File: src/rtl/acmp_pkg.sv
package acmp_pkg;
  localparam int ADDR_W   = 7;
  localparam int BYTE_W   = ADDR_W + 1;
  localparam int HOST_AW  = 2;
  localparam int PFX_W    = 5;
  localparam logic [PFX_W-1:0] TENBIT_PFX = 5'b11110;

  localparam logic [HOST_AW-1:0] OFS_PRI = 2'd0;
  localparam logic [HOST_AW-1:0] OFS_SEC = 2'd1;
  localparam logic [HOST_AW-1:0] OFS_CLR = 2'd2;

  typedef struct packed {
    logic [ADDR_W-1:0] pri;
    logic              prom;
    logic [ADDR_W-1:0] sec;
    logic              alt;
  } acmp_cfg_t;

  // per-bit agreement vector: 1 where the bit is masked or equal
  function automatic logic [ADDR_W-1:0] f_bit_agree(
      input logic [ADDR_W-1:0] a, input logic [ADDR_W-1:0] r,
      input logic [ADDR_W-1:0] m);
    return ~(a ^ r) | m;
  endfunction

  function automatic logic f_full_eq(input logic [ADDR_W-1:0] a,
                                     input logic [ADDR_W-1:0] r);
    return (a == r);
  endfunction

  function automatic logic f_is_tenbit(input logic [BYTE_W-1:0] b);
    return (b[BYTE_W-1 -: PFX_W] == TENBIT_PFX);
  endfunction
endpackage

File: src/rtl/acmp_cfg_regs.sv
module acmp_cfg_regs
  import acmp_pkg::*;
(
  input  logic               clk,
  input  logic               rst_n,
  input  logic               host_wr,
  input  logic [HOST_AW-1:0] host_addr,
  input  logic [BYTE_W-1:0]  host_wdata,
  output acmp_cfg_t          cfg,
  output logic               clr_w1c
);
  logic wr_pri, wr_sec;

  assign wr_pri  = host_wr && (host_addr == OFS_PRI);
  assign wr_sec  = host_wr && (host_addr == OFS_SEC);
  assign clr_w1c = host_wr && (host_addr == OFS_CLR) && host_wdata[0];

  always_ff @(posedge clk or negedge rst_n) begin
    if (!rst_n) begin
      cfg <= '0;
    end else begin
      if (wr_pri) begin
        cfg.pri  <= host_wdata[BYTE_W-1:1];
        cfg.prom <= host_wdata[0];
      end
      if (wr_sec) begin
        cfg.sec <= host_wdata[BYTE_W-1:1];
        cfg.alt <= host_wdata[0];
      end
    end
  end

  assert_cfg_wr_R10: assert property (@(posedge clk) disable iff (!rst_n)
    (!wr_pri && !wr_sec) |=> $stable(cfg));
endmodule

File: src/rtl/acmp_arm.sv
module acmp_arm (
  input  logic clk,
  input  logic rst_n,
  input  logic rx_start,
  input  logic rx_byte_valid,
  output logic eval_now
);
  logic armed;

  assign eval_now = rx_byte_valid && armed;

  always_ff @(posedge clk or negedge rst_n) begin
    if (!rst_n)              armed <= 1'b0;
    else if (rx_start)       armed <= 1'b1;
    else if (rx_byte_valid)  armed <= 1'b0;
  end

  assert_arm_once_R6: assert property (@(posedge clk) disable iff (!rst_n)
    (eval_now && !rx_start) |=> !eval_now);
endmodule

File: src/rtl/acmp_compare.sv
module acmp_compare
  import acmp_pkg::*;
(
  input  acmp_cfg_t          cfg,
  input  logic [BYTE_W-1:0]  addr_byte,
  output logic               hit,
  output logic               hit_masked,
  output logic               hit_pair
);
  logic [ADDR_W-1:0] a7;
  logic [ADDR_W-1:0] agree;
  logic [ADDR_W-1:0] eff_mask;

  assign a7       = addr_byte[BYTE_W-1:1];
  assign eff_mask = cfg.alt ? '0 : cfg.sec;

  for (genvar i = 0; i < ADDR_W; i++) begin : g_bit
    assign agree[i] = f_bit_agree(a7, cfg.pri, eff_mask) >> i;
  end

  assign hit_masked = &agree;
  assign hit_pair   = f_full_eq(a7, cfg.pri) || f_full_eq(a7, cfg.sec);

  always_comb begin
    if (cfg.prom)     hit = 1'b1;
    else if (cfg.alt) hit = hit_pair;
    else              hit = hit_masked;
  end
endmodule

File: src/rtl/acmp_flags.sv
module acmp_flags
  import acmp_pkg::*;
(
  input  logic              clk,
  input  logic              rst_n,
  input  logic              eval_now,
  input  logic              hit,
  input  logic [BYTE_W-1:0] rx_byte,
  input  logic              clr_req,
  output logic              match_pulse,
  output logic              tenbit_pulse,
  output logic              amatch_flag,
  output logic              dir_flag,
  output logic [BYTE_W-1:0] data_reg
);
  logic set_req;
  assign set_req = eval_now && hit;

  always_ff @(posedge clk or negedge rst_n) begin
    if (!rst_n) begin
      match_pulse  <= 1'b0;
      tenbit_pulse <= 1'b0;
      amatch_flag  <= 1'b0;
      dir_flag     <= 1'b0;
      data_reg     <= '0;
    end else begin
      match_pulse  <= set_req;
      tenbit_pulse <= set_req && f_is_tenbit(rx_byte);
      if (set_req) begin
        amatch_flag <= 1'b1;
        dir_flag    <= rx_byte[0];
        data_reg    <= rx_byte;
      end else if (clr_req) begin
        amatch_flag <= 1'b0;
      end
    end
  end

  assert_pulse_flag_R5: assert property (@(posedge clk) disable iff (!rst_n)
    match_pulse |-> (amatch_flag && dir_flag == data_reg[0]));
  assert_flag_rise_R7: assert property (@(posedge clk) disable iff (!rst_n)
    $rose(amatch_flag) |-> match_pulse);
  assert_hold_nomatch_R7: assert property (@(posedge clk) disable iff (!rst_n)
    !match_pulse |-> ($stable(dir_flag) && $stable(data_reg)));
  assert_clear_R8: assert property (@(posedge clk) disable iff (!rst_n)
    (clr_req && !set_req) |=> !amatch_flag);
  assert_set_wins_R8: assert property (@(posedge clk) disable iff (!rst_n)
    set_req |=> amatch_flag);
  assert_tenbit_R9: assert property (@(posedge clk) disable iff (!rst_n)
    tenbit_pulse |-> (match_pulse && data_reg[BYTE_W-1 -: PFX_W] == TENBIT_PFX));
endmodule

File: src/rtl/i2c_addr_cmp.sv
module i2c_addr_cmp
  import acmp_pkg::*;
(
  input  logic               clk,
  input  logic               rst_n,
  input  logic               host_wr,
  input  logic [HOST_AW-1:0] host_addr,
  input  logic [BYTE_W-1:0]  host_wdata,
  input  logic               host_data_acc,
  input  logic               rx_start,
  input  logic               rx_byte_valid,
  input  logic [BYTE_W-1:0]  rx_byte,
  output logic               match_pulse,
  output logic               tenbit_pulse,
  output logic               amatch_flag,
  output logic               dir_flag,
  output logic [BYTE_W-1:0]  data_reg
);
  acmp_cfg_t cfg;
  logic      clr_w1c, clr_req, eval_now, hit, hit_masked, hit_pair;

  assign clr_req = clr_w1c || host_data_acc;

  acmp_cfg_regs u_cfg (
    .clk(clk), .rst_n(rst_n), .host_wr(host_wr), .host_addr(host_addr),
    .host_wdata(host_wdata), .cfg(cfg), .clr_w1c(clr_w1c));

  acmp_arm u_arm (
    .clk(clk), .rst_n(rst_n), .rx_start(rx_start),
    .rx_byte_valid(rx_byte_valid), .eval_now(eval_now));

  acmp_compare u_cmp (
    .cfg(cfg), .addr_byte(rx_byte), .hit(hit),
    .hit_masked(hit_masked), .hit_pair(hit_pair));

  acmp_flags u_flg (
    .clk(clk), .rst_n(rst_n), .eval_now(eval_now), .hit(hit),
    .rx_byte(rx_byte), .clr_req(clr_req), .match_pulse(match_pulse),
    .tenbit_pulse(tenbit_pulse), .amatch_flag(amatch_flag),
    .dir_flag(dir_flag), .data_reg(data_reg));

  assert_pulse_src_R6: assert property (@(posedge clk) disable iff (!rst_n)
    match_pulse |-> ($past(eval_now) && data_reg == $past(rx_byte)));
  assert_prom_hit_R4: assert property (@(posedge clk) disable iff (!rst_n)
    (cfg.prom && eval_now) |=> match_pulse);
  assert_alt_exact_R3: assert property (@(posedge clk) disable iff (!rst_n)
    (!cfg.prom && cfg.alt && eval_now && !hit_pair) |=> !match_pulse);
  assert_mask_R2: assert property (@(posedge clk) disable iff (!rst_n)
    (!cfg.prom && !cfg.alt && eval_now) |=> (match_pulse == $past(hit_masked)));
endmodule

File: config.mk
export PLATFORM = sky130hd
export DESIGN_NAME = i2c_addr_cmp
export DESIGN_NICKNAME = d
export VERILOG_FILES = /design/src/rtl/acmp_pkg.sv /design/src/rtl/acmp_cfg_regs.sv /design/src/rtl/acmp_arm.sv /design/src/rtl/acmp_compare.sv /design/src/rtl/acmp_flags.sv /design/src/rtl/i2c_addr_cmp.sv
export SDC_FILE = /design/constraint.sdc
export NUM_CORES = 1
export LEC_CHECK = 0
export ABC_CLOCK_PERIOD_IN_PS = 1750
export BUFFER_PORTS_ARGS = -buffer_cell sky130_fd_sc_hd__buf_2
export CAP_MARGIN = 0
export CORE_MARGIN = 3
export CORE_UTILIZATION = 35
export CTS_CLUSTER_SIZE = 10
export DETAILED_ROUTE_END_ITERATION = 10
export HOLD_SLACK_MARGIN = 0.02
export PLACE_DENSITY = 0.59
export SLEW_MARGIN = 20
export SYNTH_ARGS = -nofsm -noshare
export SYNTH_HDL_FRONTEND = slang
export SYNTH_SLANG_ARGS = --single-unit
File: constraint.sdc
create_clock -name clk -period 1.75 [get_ports clk]
set_input_delay 0.175 -clock clk [delete_from_list [all_inputs] [get_ports clk]]
set_output_delay 0.175 -clock clk [all_outputs]
set_load 0.05 [all_outputs]
### Yosys cells after proc, flatten, opt, wreduce, memory -nomap -nowiden

Index checks and enable logic that the tools add are counted.

* flip-flop bits (word level): 29
* input port bits: 24
* output and inout port bits: 12

* equal/unequal tests: 5
* multiplexer cells: 7
* bitwise logic cells: 3
* reductions and logical operators: 13

Operators with widths (number)
* == test 7 bit: 2
* logical AND 1 bit: 7
* 2-to-1 mux 7 bit: 1
* NOT 7 bit: 1
* OR 7 bit: 1
* AND reduction 7 bit: 1
* XOR 7 bit: 1
* 2-to-1 mux 1 bit: 6
* == test 5 bit, second input constant: 1
* nonzero test 2 bit: 2
* == test 2 x 1 -> 1 bit, second input constant: 1
* == test 2 bit, second input constant: 1
* logical NOT 2 bit: 1
* logical OR 1 bit: 2

### Longest topological paths before layout

Gate-level depths: netlist of the first run.

* depth after elaboration: 8
* gate-level depth with buffers: 7
* gate-level depth less buffers: 6

### By module

From an unflattened synthesis of the first run, not the netlist that was laid out.

* cell total of the unflattened synthesis: 96
* area, all modules: 1333.8 sq um

Modules (own cells, without submodules)
* acmp_cfg_regs: instances 1, cells each 35, area each 620.6 sq um
* acmp_flags: instances 1, cells each 27, area each 440.4 sq um
* acmp_compare: instances 1, cells each 29, area each 222.7 sq um
* acmp_arm: instances 1, cells each 4, area each 43.8 sq um
* i2c_addr_cmp: instances 1, cells each 1, area each 6.3 sq um

### Worst setup path before layout of the first run

OpenSTA, ideal clock, no wires.

* kind: reg-to-reg
* from: reg, netlist name u_cfg.cfg[12]
* to: reg u_flg.data_reg[0]
* data arrival time: 1644 ps
* setup slack: -19 ps
* cell stages (with the launch flop): 8
* path through: dfrtp_1 xnor2_1 o22ai_1 a221o_1 nor4_2 o311ai_2 buf_6 mux2_4

* longest elaborated chain between the ends: 7

RTL lines
* XOR 7 bit
* NOT 7 bit
* OR 7 bit
* AND reduction 7 bit: RTL line acmp_compare.sv:21 `assign hit_masked = &agree;`
* 2-to-1 mux 1 bit *: RTL line acmp_compare.sv:26 `else if (cfg.alt) hit = hit_pair;`
* 2-to-1 mux 1 bit *: RTL line acmp_compare.sv:25 `if (cfg.prom) hit = 1'b1;`
* logical AND 1 bit *: RTL line acmp_flags.sv:17 `assign set_req = eval_now && hit;`
* to (signal assigned): RTL line acmp_flags.sv:32 `data_reg <= rx_byte;`
* to (decl): RTL line acmp_flags.sv:14 `output logic [BYTE_W-1:0] data_reg`

Every way passes the cells marked *; elsewhere a longest branch is shown, timed or not.
A chain may end at the register's enable or synchronous reset.

### Final worst setup path of the first run

* from: reg, netlist name u_cfg.cfg[10]
* to: reg u_flg.data_reg[1]

* longest elaborated chain between the ends: 7

RTL lines (RTL line)
* XOR 7 bit
* NOT 7 bit
* OR 7 bit
* AND reduction 7 bit: acmp_compare.sv:21
* 2-to-1 mux 1 bit *: acmp_compare.sv:26
* 2-to-1 mux 1 bit *: acmp_compare.sv:25
* logical AND 1 bit *: acmp_flags.sv:17

Marks and branches as above.

==> Implementation_results.wiki, run 1 <==
{| class="wikitable"
! Metric !! Value
|-
| Number of instances in the synthesized netlist || 94
|-
| Series of cell instances along the critical path || xnor2_1 > nand4_1 > nor4_2 > o21a_1 > o311ai_2 > buf_4 > mux2_4
|-
| Largest net degree at the start of global routing || 29
|-
| GR Overflow Total || 0
|-
| Unrepaired setup endpoints after global routing || yes
|-
| Vias in the first global route || ~940
|-
| Area of the core || roughly 3500 µm²
|-
| Type of the tightest min-delay check || primary input to flop
|-
| Number of setup violations in the final report || 8
|-
| Aggregate routed wire length || 2.58 mm
|-
| Die span in x || around 67 µm
|-
| Run status || finished with violations
|-
| Maximum fanout along the worst path || 7
|-
| Critical Path Source || u_cfg.cfg[10]$_DFFE_PN0P_
|-
| Clock tree from TritonCTS || yes
|-
| Worst Setup Start Kind || flop
|-
| Library cell used as clock root buffer || clkbuf_8
|-
| Most common cell after layout, fill and taps aside || buf_2
|-
| Final Total Pwr || approximately 2.2 mW
|-
| Post-route clock period utilization || 1.06
|-
| Clock Skews || between 0.001 and 0.0015 ns
|-
| Largest stage delay on the critical path || ~0.4 ns
|-
| Maximum clock insertion buffer count || 2
|-
| Antenna diodes || 0
|-
| Total clock buffers created by CTS || 3
|-
| Overall die height || between 60 and 70 µm
|-
| Drt first pass iters || 4
|-
| Vias || a little under 900
|-
| Type of element capturing the critical path || flop
|-
| Sequential cell area fraction in the yosys report || 0.532
|-
| Average size of a mapped cell || between 10 and 15 µm²
|-
| Count of placed standard cells in the final layout, fillers left out || ~190
|-
| Required time at the endpoint of the critical path || ~1.9 ns
|-
| Post-DP HPWL || ~2.1 mm
|-
| Synthesis Warnings || 0
|-
| Global routing usage summed across all routing layers || 0.120
|-
| Data arrival time at the worst-slack endpoint || ~2.0 ns
|-
| Sinks on the clock net || 28
|-
| Share of synthesized flip-flops with an asynchronous set or reset || 1.00
|-
| Maximum ir drop on the vdd rail || around 0.52 mV
|-
| Highest metal layer with signal wires || met4
|-
| Hold slack || a little under 0.1 ns
|-
| Later-pin clock latency in the skew report || around 0.27 ns
|-
| Shortest period the worst path allows || between 1.5 and 2 ns
|-
| Slowest library cell on the worst path || dfrtp_1
|-
| DR iter-0 viols || 13
|-
| Largest delay contributor family on the critical path || simple AND/OR/NAND/NOR gates
|-
| Clock transition at path regs || about 0.090 ns
|-
| Count of flip-flops with a built-in enable after synthesis || 0
|-
| Hold path start || rx_start
|-
| Mapped Area || around 1300 µm²
|-
| Fraction of final layout cells sized beyond drive strength 1 || 0.579
|-
| Number of placed instances, taps included || between 150 and 200
|-
| Number of pins with negative max-slew slack in the final report || 0
|-
| Hold violation count in the final report || 0
|-
| First-pass GRT wire length || 4.07 mm
|-
| Crit Path Class || flop to flop
|-
| Normalized max-slew margin || 0.588
|-
| DR WL/cell || about 14 µm
|-
| Peak Freq || 0.539 GHz
|-
| Synth unique cells || 25
|-
| Number of flip-flops and latches in the synthesized netlist || 28
|-
| Layout-stage area growth over the synthesis result || 32.3%
|-
| Pwr/cell area || approximately 1200 nW/µm²
|-
| DRC Markers || 0
|-
| Count of boundary I/O pins || 36
|-
| Max reg flops || 16
|-
| Final critical-path setup slack || -0.105 ns
|-
| Leakage dissipation || ~0.84 nW
|-
| Antenna violation net count after detailed routing || 0
|-
| Antenna violations before repair || 0
|-
| Initial cell density of the core || 0.380
|-
| Met1 wire length || approximately 1.2 mm
|-
| DIE AREA || 4540 µm²
|-
| Met2 wire len || 1.21 mm
|-
| Dominant register cell in the synthesized netlist || dfrtp_1
|-
| Violated checks || setup timing
|-
| Worst Tran Pin Value || between 0.6 and 0.7 ns
|-
| H-tree depth || 1
|-
| RD Place Congestion || 0.909
|-
| Count of input and output buffers || 35
|-
| Most frequent cells in the layout || buf_2, dfrtp_1, mux2_2
|-
| Buffer and inverter count on the worst path || 1
|-
| Post-layout nets || 170
|-
| Worst reg2reg startpoint || u_cfg.cfg[10]$_DFFE_PN0P_
|-
| Total of max-cap violations || 0
|-
| Routed length on met3 || ~160 µm
|-
| Cell row count || 21
|-
| Post-detailed-route via-to-cell ratio || 4.67
|-
| Number of nets produced by synthesis || between 100 and 150
|}
-- worst register-to-register path: stages, from the launching register on --
cell and delay (ns):
dfrtp_1 0.39, xnor2_1 0.19, nand4_1 0.14, nor4_2 0.28
o21a_1 0.15, o311ai_2 0.11, buf_4 0.19, mux2_4 0.30
-- cells by family (layout without fill, tap and decap cells) --
kind of cell / after synthesis / count (layout) / share of synthesized area
compound gates: 6 / 6 / 0.0399
buf+inv: 6 / 57 / 0.0256
flops: 28 / 28 / 0.532
xor+xnor: 14 / 14 / 0.0931
simple gates: 16 / 16 / 0.0845
mux: 24 / 24 / 0.225
-- cells in the mapped netlist (2+ instances only) --
library cell  instances  share of area
dfrtp_1              28           0.53
nor2b_1               2         0.0095
xnor2_1               8          0.053
nand4_1               3          0.014
inv_1                 4          0.011
nand3b_1              2          0.011
xor2_1                6          0.040
mux2_2               17           0.15
mux2_4                7          0.080
nor4_1                2         0.0095
-- layout make-up --
| type | instances | area, µm² |
|---|---|---|
| repair buffers | 49 | 283 |
| flip-flops and latches | 28 | 701 |
| multi-input cells | 60 | 632 |
| clock buffers | 4 | 55.1 |
| fillers | 323 | 1730 |
| well taps | 46 | 57.6 |
| inverters | 4 | 15.0 |
-- metal layers --
layer / global-route usage / vias to the layer above
li1: - / 432
met1: 0.150 / 430
met2: 0.211 / 28
met3: 0.0349 / 2
met4: 0.0152 / 0
met5: 0 / -
-- per-stage QoR --
| step | setup TNS [ns] | instance area (µm²) | worst slack, ns | utilization |
|---|---|---|---|---|
| 4_1_cts | -0.922 | 1710 | -0.132 | 0.492 |
| 2_1_floorplan | -0.0128 | 1320 | -0.00183 | - |
| 5_1_grt | -1.86 | 1740 | -0.231 | 0.503 |
| 3_3_place_gp | -0.814 | 1630 | -0.112 | 0.470 |
| 3_5_place_dp | -0.954 | 1630 | -0.136 | 0.470 |
| 6_report | -0.748 | 1740 | -0.105 | 0.503 |
-- repair_timing --
action                                  in CTS  in global routing
pin swaps                                    1                  0
endpoints found under the setup margin       8                  9
cloned                                       0                  0
setup buffers                                0                  0
hold buffers                                 1                  0
hold endpoints to repair                    28                  0
gates resized for setup                      2                  6
-- power breakdown --
part,internal (mW),total (mW),switching (mW)
combinational,0.358,0.882,0.523
clock,0.201,0.388,0.186
sequential,0.798,0.907,0.108
-- worst paths after layout --
kind / endpoint / slack [ns] / depth (start not counted)
worst min register to register: u_arm.armed$_DFFE_PN0P_ / 0.50 / 1
worst min-delay path: u_arm.armed$_DFFE_PN0P_ / 0.1 / 2
min in group asynchronous: u_flg.match_pulse$_DFF_PN0_ / 0.44 / 2
max in group asynchronous: u_cfg.cfg[2]$_DFFE_PN0P_ / 0.90 / 2
worst max-delay path: u_flg.data_reg[1]$_DFFE_PN0P_ / -0.11 / 7
worst max register to register: u_flg.data_reg[1]$_DFFE_PN0P_ / -0.11 / 7
Power figures use the tool's default switching activity.
==> run 2: changes to the inputs <==
--- a/config.mk
+++ b/config.mk
@@ -18,3 +18,4 @@
 export SYNTH_ARGS = -nofsm -noshare
 export SYNTH_HDL_FRONTEND = slang
 export SYNTH_SLANG_ARGS = --single-unit
+export TNS_END_PERCENT = 20
==> run 2 against run 1 <==
Compared with the run above: the run still ends with setup timing left; total power about the same; clock skew about the same; setup slack about the same; worst hold slack unchanged; cell count unchanged; first-iteration DRC count up 31%; clock-buffer cell count unchanged; maximum frequency about the same; critical path type unchanged.
==> Implementation_results.wiki, run 2 (same netlist as run 1, synthesis figures left out) <==
{| class="wikitable"
! Metric !! Value
|-
| Final Total Pwr || 2.18 mW
|-
| Buffer and inverter count on the worst path || 1
|-
| Drt first pass iters || 4
|-
| Hold-critical path depth || 2
|-
| Data arrival time at the worst-slack endpoint || roughly 2 ns
|-
| Fraction of final layout cells sized beyond drive strength 1 || 0.579
|-
| Vias in the first global route || between 900 and 1,000
|-
| Largest stage delay on the critical path || between 0.3 and 0.4 ns
|-
| Pwr/cell area || 1250 nW/µm²
|-
| Count of input and output buffers || 35
|-
| Aggregate routed wire length || between 2 and 3 mm
|-
| Slowest library cell on the worst path || dfrtp_1
|-
| Leakage dissipation || approximately 0.84 nW
|-
| First-pass GRT wire length || around 4.1 mm
|-
| Maximum clock insertion buffer count || 2
|-
| Type of element capturing the critical path || flop
|-
| Met1 Track Usage GR || 0.150
|-
| Sinks on the clock net || 28
|-
| Final Core Density || 0.503
|-
| Most frequent cells in the layout || buf_2, dfrtp_1, mux2_2
|-
| Internal power || approximately 1.4 mW
|-
| Post-route clock period utilization || 1.06
|-
| Violated checks || setup timing
|-
| Placed standard-cell area || around 1600 µm²
|-
| Setup TNS || -0.745 ns
|-
| Clock group share of total power || 0.178
|-
| Crit Path Class || flop to flop
|-
| Net switching component of the power || around 0.82 mW
|-
| DR WL/cell || 13.5 µm
|-
| Post-DP HPWL || 2.06 mm
|-
| Fraction of power spent switching nets || 0.376
|-
| Fin area || around 1700 µm²
|-
| Met3 routing resource usage after global routing || 0.0349
|-
| Gate power share || 0.405
|-
| Flop pwr share || 0.417
|-
| Clock transition at path regs || 0.09 ns
|-
| Area of the core || approximately 3500 µm²
|-
| Die span in x || around 67 µm
|-
| Maximum ir drop on the vdd rail || between 0.5 and 0.6 mV
|-
| Buffers inserted during post-CTS setup optimization || 0
|-
| Post-layout nets || 170
|-
| Number of pins with negative max-slew slack in the final report || 0
|-
| Largest net degree at the start of global routing || 29
|-
| Fill cells || between 300 and 400
|-
| Worst Tran Pin Value || approximately 0.62 ns
|-
| Maximum fanout along the worst path || 7
|-
| Antenna violation net count after detailed routing || 0
|-
| Total clock buffers created by CTS || 3
|-
| Normalized max-slew margin || 0.588
|-
| Library cell used as clock root buffer || clkbuf_8
|-
| H-tree depth || 1
|-
| Antenna diodes || 0
|-
| Series of cell instances along the critical path || xnor2_1 > nand4_1 > nor4_2 > o21a_1 > o311ai_2 > buf_4 > mux2_4
|-
| Critical Path Stages || 7
|-
| Hold violation count in the final report || 0
|-
| Reg2Reg Depth || 7
|-
| Type of the tightest min-delay check || primary input to flop
|-
| Vias || slightly below 900
|-
| DIE AREA || between 4000 and 5000 µm²
|-
| Post-detailed-route via-to-cell ratio || about 4.7
|-
| Most common cell after layout, fill and taps aside || buf_2
|-
| RD Place Congestion || approximately 0.91
|-
| Cell row count || 21
|-
| Layout-stage area growth over the synthesis result || 32.3%
|-
| Run status || finished with violations
|-
| GR Layer Usage met2 || 0.211
|-
| Overall die height || approximately 67 µm
|-
| Number of setup violations in the final report || 8
|-
| Count of boundary I/O pins || 36
|-
| GR Overflow Total || 0
|-
| Final critical-path setup slack || -0.105 ns
|-
| Shortest period the worst path allows || 1.86 ns
|-
| Max reg flops || 16
|-
| Peak Freq || ~0.54 GHz
|-
| Clock tree from TritonCTS || yes
|-
| Largest delay contributor family on the critical path || simple AND/OR/NAND/NOR gates
|-
| Most used routing layer in global routing || met2
|-
| DRC Markers || 0
|-
| DR iter-0 viols || 17
|-
| Later-pin clock latency in the skew report || about 0.27 ns
|-
| Global routing usage summed across all routing layers || 0.120
|-
| Initial cell density of the core || 0.380
|-
| Worst Setup Start Kind || flop
|-
| Antenna violations before repair || 0
|-
| Unrepaired setup endpoints after global routing || yes
|-
| Total of max-cap violations || 0
|-
| Required time at the endpoint of the critical path || between 1.5 and 2 ns
|-
| Clock Skews || around 0.0012 ns
|}
==> run 2: cell counts in the layout (fill, tap and decap cells not counted) <==
Identical to the previous run, type by type.
==> run 2: final timing paths <==
path                                           startpoint                             to  slack [ns]
worst max-delay path            u_cfg.cfg[10]$_DFFE_PN0P_  u_flg.data_reg[1]$_DFFE_PN0P_       -0.11
worst min-delay path                             rx_start        u_arm.armed$_DFFE_PN0P_         0.1
worst max register to register  u_cfg.cfg[10]$_DFFE_PN0P_  u_flg.data_reg[1]$_DFFE_PN0P_       -0.11
worst min register to register    u_arm.armed$_DFFE_PN0P_        u_arm.armed$_DFFE_PN0P_        0.50
max in group asynchronous                           rst_n       u_cfg.cfg[2]$_DFFE_PN0P_        0.90
min in group asynchronous                           rst_n    u_flg.match_pulse$_DFF_PN0_        0.44
==> run 2: what timing repair did <==
item / 4_1_cts / 5_1_grt
hold buffers: 1 / 0
setup endpoints to repair: 8 / 9
gates resized for setup: 2 / 6
hold endpoints to repair: 28 / 0
pin swaps: 1 / 0
==> run 2: layout make-up <==
cell class,count,area (µm²),area share
repair buffers,49,283,0.162
flip-flops and latches,28,701,0.402
clock buffers,4,55.1,0.0316
well taps,46,57.6,0.0330
multi-input cells,60,632,0.363
inverters,4,15.0,0.00861
==> run 2: power groups by stage <==
stage | clock network (mW) | logic, mW | registers [mW]
6_report | 0.387 | 0.882 | 0.907
5_1_grt | 0.433 | 0.936 | 0.927
4_1_cts | 0.402 | 0.863 | 0.903
3_5_place_dp | 0 | 0.852 | 0.916
3_3_place_gp | 0 | 0.844 | 0.906
2_1_floorplan | 0 | 0.351 | 1.18
==> run 2: metal layers <==
metal	up-vias	part of all wire	routed length, µm
li1	432	-	-
met1	430	0.46	1200
met2	28	0.47	1210
met3	2	0.063	162
met4	0	0.0031	8
met5	-	0	0
==> run 2: per-stage QoR <==
step,cells,setup slack [ns],hold WS [ns]
2_1_floorplan,94,-0.00183,-0.121
3_3_place_gp,186,-0.112,0.220
3_5_place_dp,186,-0.136,0.225
4_1_cts,191,-0.132,0.0936
5_1_grt,191,-0.231,0.0858
6_report,191,-0.105,0.0978
==> run 3: changes to the inputs <==
--- a/config.mk
+++ b/config.mk
@@ -17,5 +17,6 @@
 export SLEW_MARGIN = 20
 export SYNTH_ARGS = -nofsm -noshare
 export SYNTH_HDL_FRONTEND = slang
+export SYNTH_HIERARCHICAL = 1
 export SYNTH_SLANG_ARGS = --single-unit
 export TNS_END_PERCENT = 20
==> run 3 against run 2 <==
Compared with the run above: core utilization rose by 1.1 points; the flow still finishes with violations (setup timing); critical path depth fell by 1; largest power group is now combinational logic; sequential share of layout area fell by 1.1 points.
==> Implementation_results.wiki, run 3 <==
{| class="wikitable"
! Metric !! Value
|-
| First-pass GRT wire length || ~4.6 mm
|-
| Antenna violation net count after detailed routing || 0
|-
| Violated checks || setup timing
|-
| DRC Markers || 0
|-
| Flop pwr share || 0.381
|-
| Vias || between 900 and 1,000
|-
| GR Overflow Total || 0
|-
| Aggregate routed wire length || about 2.8 mm
|-
| Most common cell after layout, fill and taps aside || buf_2
|-
| Type of element capturing the critical path || flop
|-
| Number of placed instances, taps included || ~180
|-
| Later-pin clock latency in the skew report || approximately 0.28 ns
|-
| Layout-stage area growth over the synthesis result || 35.3%
|-
| Final Core Density || 0.513
|-
| Post-route clock period utilization || 1.18
|-
| Library cell used as clock root buffer || clkbuf_8
|-
| Global routing usage summed across all routing layers || 0.140
|-
| Normalized max-slew margin || 0.586
|-
| Slowest library cell on the worst path || or4_4
|-
| Shortest period the worst path allows || ~2.1 ns
|-
| Gate power share || 0.409
|-
| Drt first pass iters || 4
|-
| DIE AREA || approximately 4600 µm²
|-
| Post-DP HPWL || 2.11 mm
|-
| Buffer and inverter count on the worst path || 0
|-
| Antenna diodes || 0
|-
| Multi-input combinational cell area || 677 µm²
|-
| End of the worst register-to-register path || u_flg/data_reg[4]$_DFFE_PN0P_
|-
| Clock transition at path regs || about 0.090 ns
|-
| Type of the tightest min-delay check || primary input to flop
|-
| RD Place Congestion || between 0.8 and 0.9
|-
| Slack of the worst reg-to-reg path || -0.31 ns
|-
| Total clock buffers created by CTS || 3
|-
| Series of cell instances along the critical path || xnor2_2 > o22ai_2 > or4_4 > a32oi_4 > nand2_2 > mux2_4
|-
| Number of setup violations in the final report || 11
|-
| Fill cells || 326
|-
| Critical path capture point || u_flg/data_reg[4]$_DFFE_PN0P_
|-
| Antenna violations before repair || 0
|-
| Number of instances in the synthesized netlist || between 90 and 100
|-
| Synthesis Warnings || 6
|-
| Sinks on the clock net || 28
|-
| Worst Setup Start Kind || flop
|-
| Maximum ir drop on the vdd rail || ~0.4 mV
|-
| Die span in x || about 68 µm
|-
| Largest net degree at the start of global routing || 29
|-
| Count of placed standard cells in the final layout, fillers left out || roughly 190
|-
| Pwr/cell area || between 1000 and 1500 nW/µm²
|-
| Maximum clock insertion buffer count || 2
|-
| Run status || finished with violations
|-
| DR WL/cell || approximately 14 µm
|-
| Average size of a mapped cell || ~14 µm²
|-
| Leakage dissipation || ~0.86 nW
|-
| Number of nets produced by synthesis || about 120
|-
| Post-detailed-route via-to-cell ratio || between 4 and 5
|-
| Reg2Reg Depth || 6
|-
| Count of input and output buffers || 35
|-
| Clock Skews || between 0.006 and 0.007 ns
|-
| Number of pins with negative max-slew slack in the final report || 0
|-
| Post-layout nets || between 150 and 200
|-
| Peak Freq || approximately 0.49 GHz
|-
| Count of boundary I/O pins || 36
|-
| Maximum fanout along the worst path || 5
|-
| Area of the core || 3490 µm²
|-
| Worst reg2reg startpoint || u_cfg/cfg[15]$_DFFE_PN0P_
|-
| Max reg flops || 16
|-
| Fraction of power spent switching nets || 0.370
|-
| Critical Path Source || u_cfg/cfg[15]$_DFFE_PN0P_
|-
| Mapped Area || about 1300 µm²
|-
| Internal power || 1.52 mW
|-
| Clock group share of total power || 0.210
|-
| Required time at the endpoint of the critical path || about 1.9 ns
|-
| Register cell area after layout || 701 µm²
|-
| Net switching component of the power || ~0.89 mW
|-
| Hold violation count in the final report || 0
|-
| Final critical-path setup slack || -0.310 ns
|-
| Clock tree from TritonCTS || yes
|-
| Largest delay contributor family on the critical path || simple AND/OR/NAND/NOR gates
|-
| Vias in the first global route || ~990
|-
| Fraction of final layout cells sized beyond drive strength 1 || 0.628
|-
| Unrepaired setup endpoints after global routing || yes
|-
| Initial cell density of the core || 0.379
|-
| Most frequent cells in the layout || buf_2, dfrtp_1, mux2_2
|-
| H-tree depth || 1
|-
| Critical Path Stages || 6
|-
| Overall die height || a little under 70 µm
|-
| Total of max-cap violations || 0
|-
| DR iter-0 viols || 53
|-
| Largest stage delay on the critical path || around 0.53 ns
|-
| Worst Tran Pin Value || between 0.6 and 0.7 ns
|-
| Crit Path Class || flop to flop
|-
| Data arrival time at the worst-slack endpoint || between 2 and 2.5 ns
|-
| Cell row count || 21
|-
| Post-place setup slack || -0.361 ns
|}
-- run 3: power groups by stage --
stage / registers [mW] / clock network, mW / logic, mW
2_1_floorplan: 1.22 / 0 / 0.385
3_3_place_gp: 0.913 / 0 / 0.907
3_5_place_dp: 0.925 / 0 / 0.918
4_1_cts: 0.914 / 0.521 / 0.953
5_1_grt: 0.942 / 0.552 / 1.05
6_report: 0.918 / 0.506 / 0.986
-- run 3: worst min-delay path by stage --
| stage | from | end | slack (ns) | cells after the start |
|---|---|---|---|---|
| after global placement | rst_n | u_flg/match_pulse$_DFF_PN0_ | 0.21 | 1 |
| after CTS | rx_start | u_arm/armed$_DFFE_PN0P_ | 0.06 | 2 |
| after floorplan | rst_n | u_arm/armed$_DFFE_PN0P_ | -0.12 | 0 |
| after global routing | rx_start | u_arm/armed$_DFFE_PN0P_ | 0.05 | 2 |
| final | rx_start | u_arm/armed$_DFFE_PN0P_ | 0.07 | 2 |
| after detailed placement | rst_n | u_flg/data_reg[0]$_DFFE_PN0P_ | 0.22 | 1 |
-- run 3: cell type report --
type / instances / area share
repair buffers: 48 / 0.154
clock inverters: 1 / 0.0167
multi-input cells: 62 / 0.378
inverters: 3 / 0.00628
well taps: 46 / 0.0321
clock buffers: 3 / 0.0230
flip-flops and latches: 28 / 0.391
-- run 3: metrics by stage --
| step | TNS (ns) | hold WS, ns | cell area, µm² | total power [mW] |
|---|---|---|---|---|
| floorplan | -1.33 | -0.121 | 1330 | 1.61 |
| global placement | -2.63 | 0.215 | 1610 | 1.82 |
| detailed placement | -3.22 | 0.221 | 1610 | 1.84 |
| CTS | -2.43 | 0.0628 | 1730 | 2.39 |
| global route | -3.65 | 0.0533 | 1790 | 2.54 |
| finish | -2.65 | 0.0747 | 1790 | 2.41 |
-- run 3: routing by layer --
| layer | global-route usage | vias to the layer above | wire length (µm) |
|---|---|---|---|
| met5 | 0 | - | 0 |
| met4 | 0.0684 | 0 | 52 |
| met3 | 0.0333 | 4 | 143 |
| met2 | 0.222 | 23 | 1340 |
| met1 | 0.178 | 437 | 1220 |
| li1 | - | 438 | - |
-- run 3: worst reg2reg max path, delay by kind of cell (launching register included) --
kind | cells | cell delay (ns)
multiplexers | 1 | 0.31
AO/OA/AOI/OAI | 2 | 0.34
flip-flops | 1 | 0.42
AND/OR/NAND/NOR | 2 | 0.67
XOR/XNOR | 1 | 0.21
-- run 3: what timing repair did --
item	4_1_cts	5_1_grt
setup endpoints to repair	11	11
buffers inserted	0	2
pin swaps	1	8
endpoints found under the hold margin	28	0
hold buffers	1	0
gates resized for setup	5	7
gates cloned	1	0
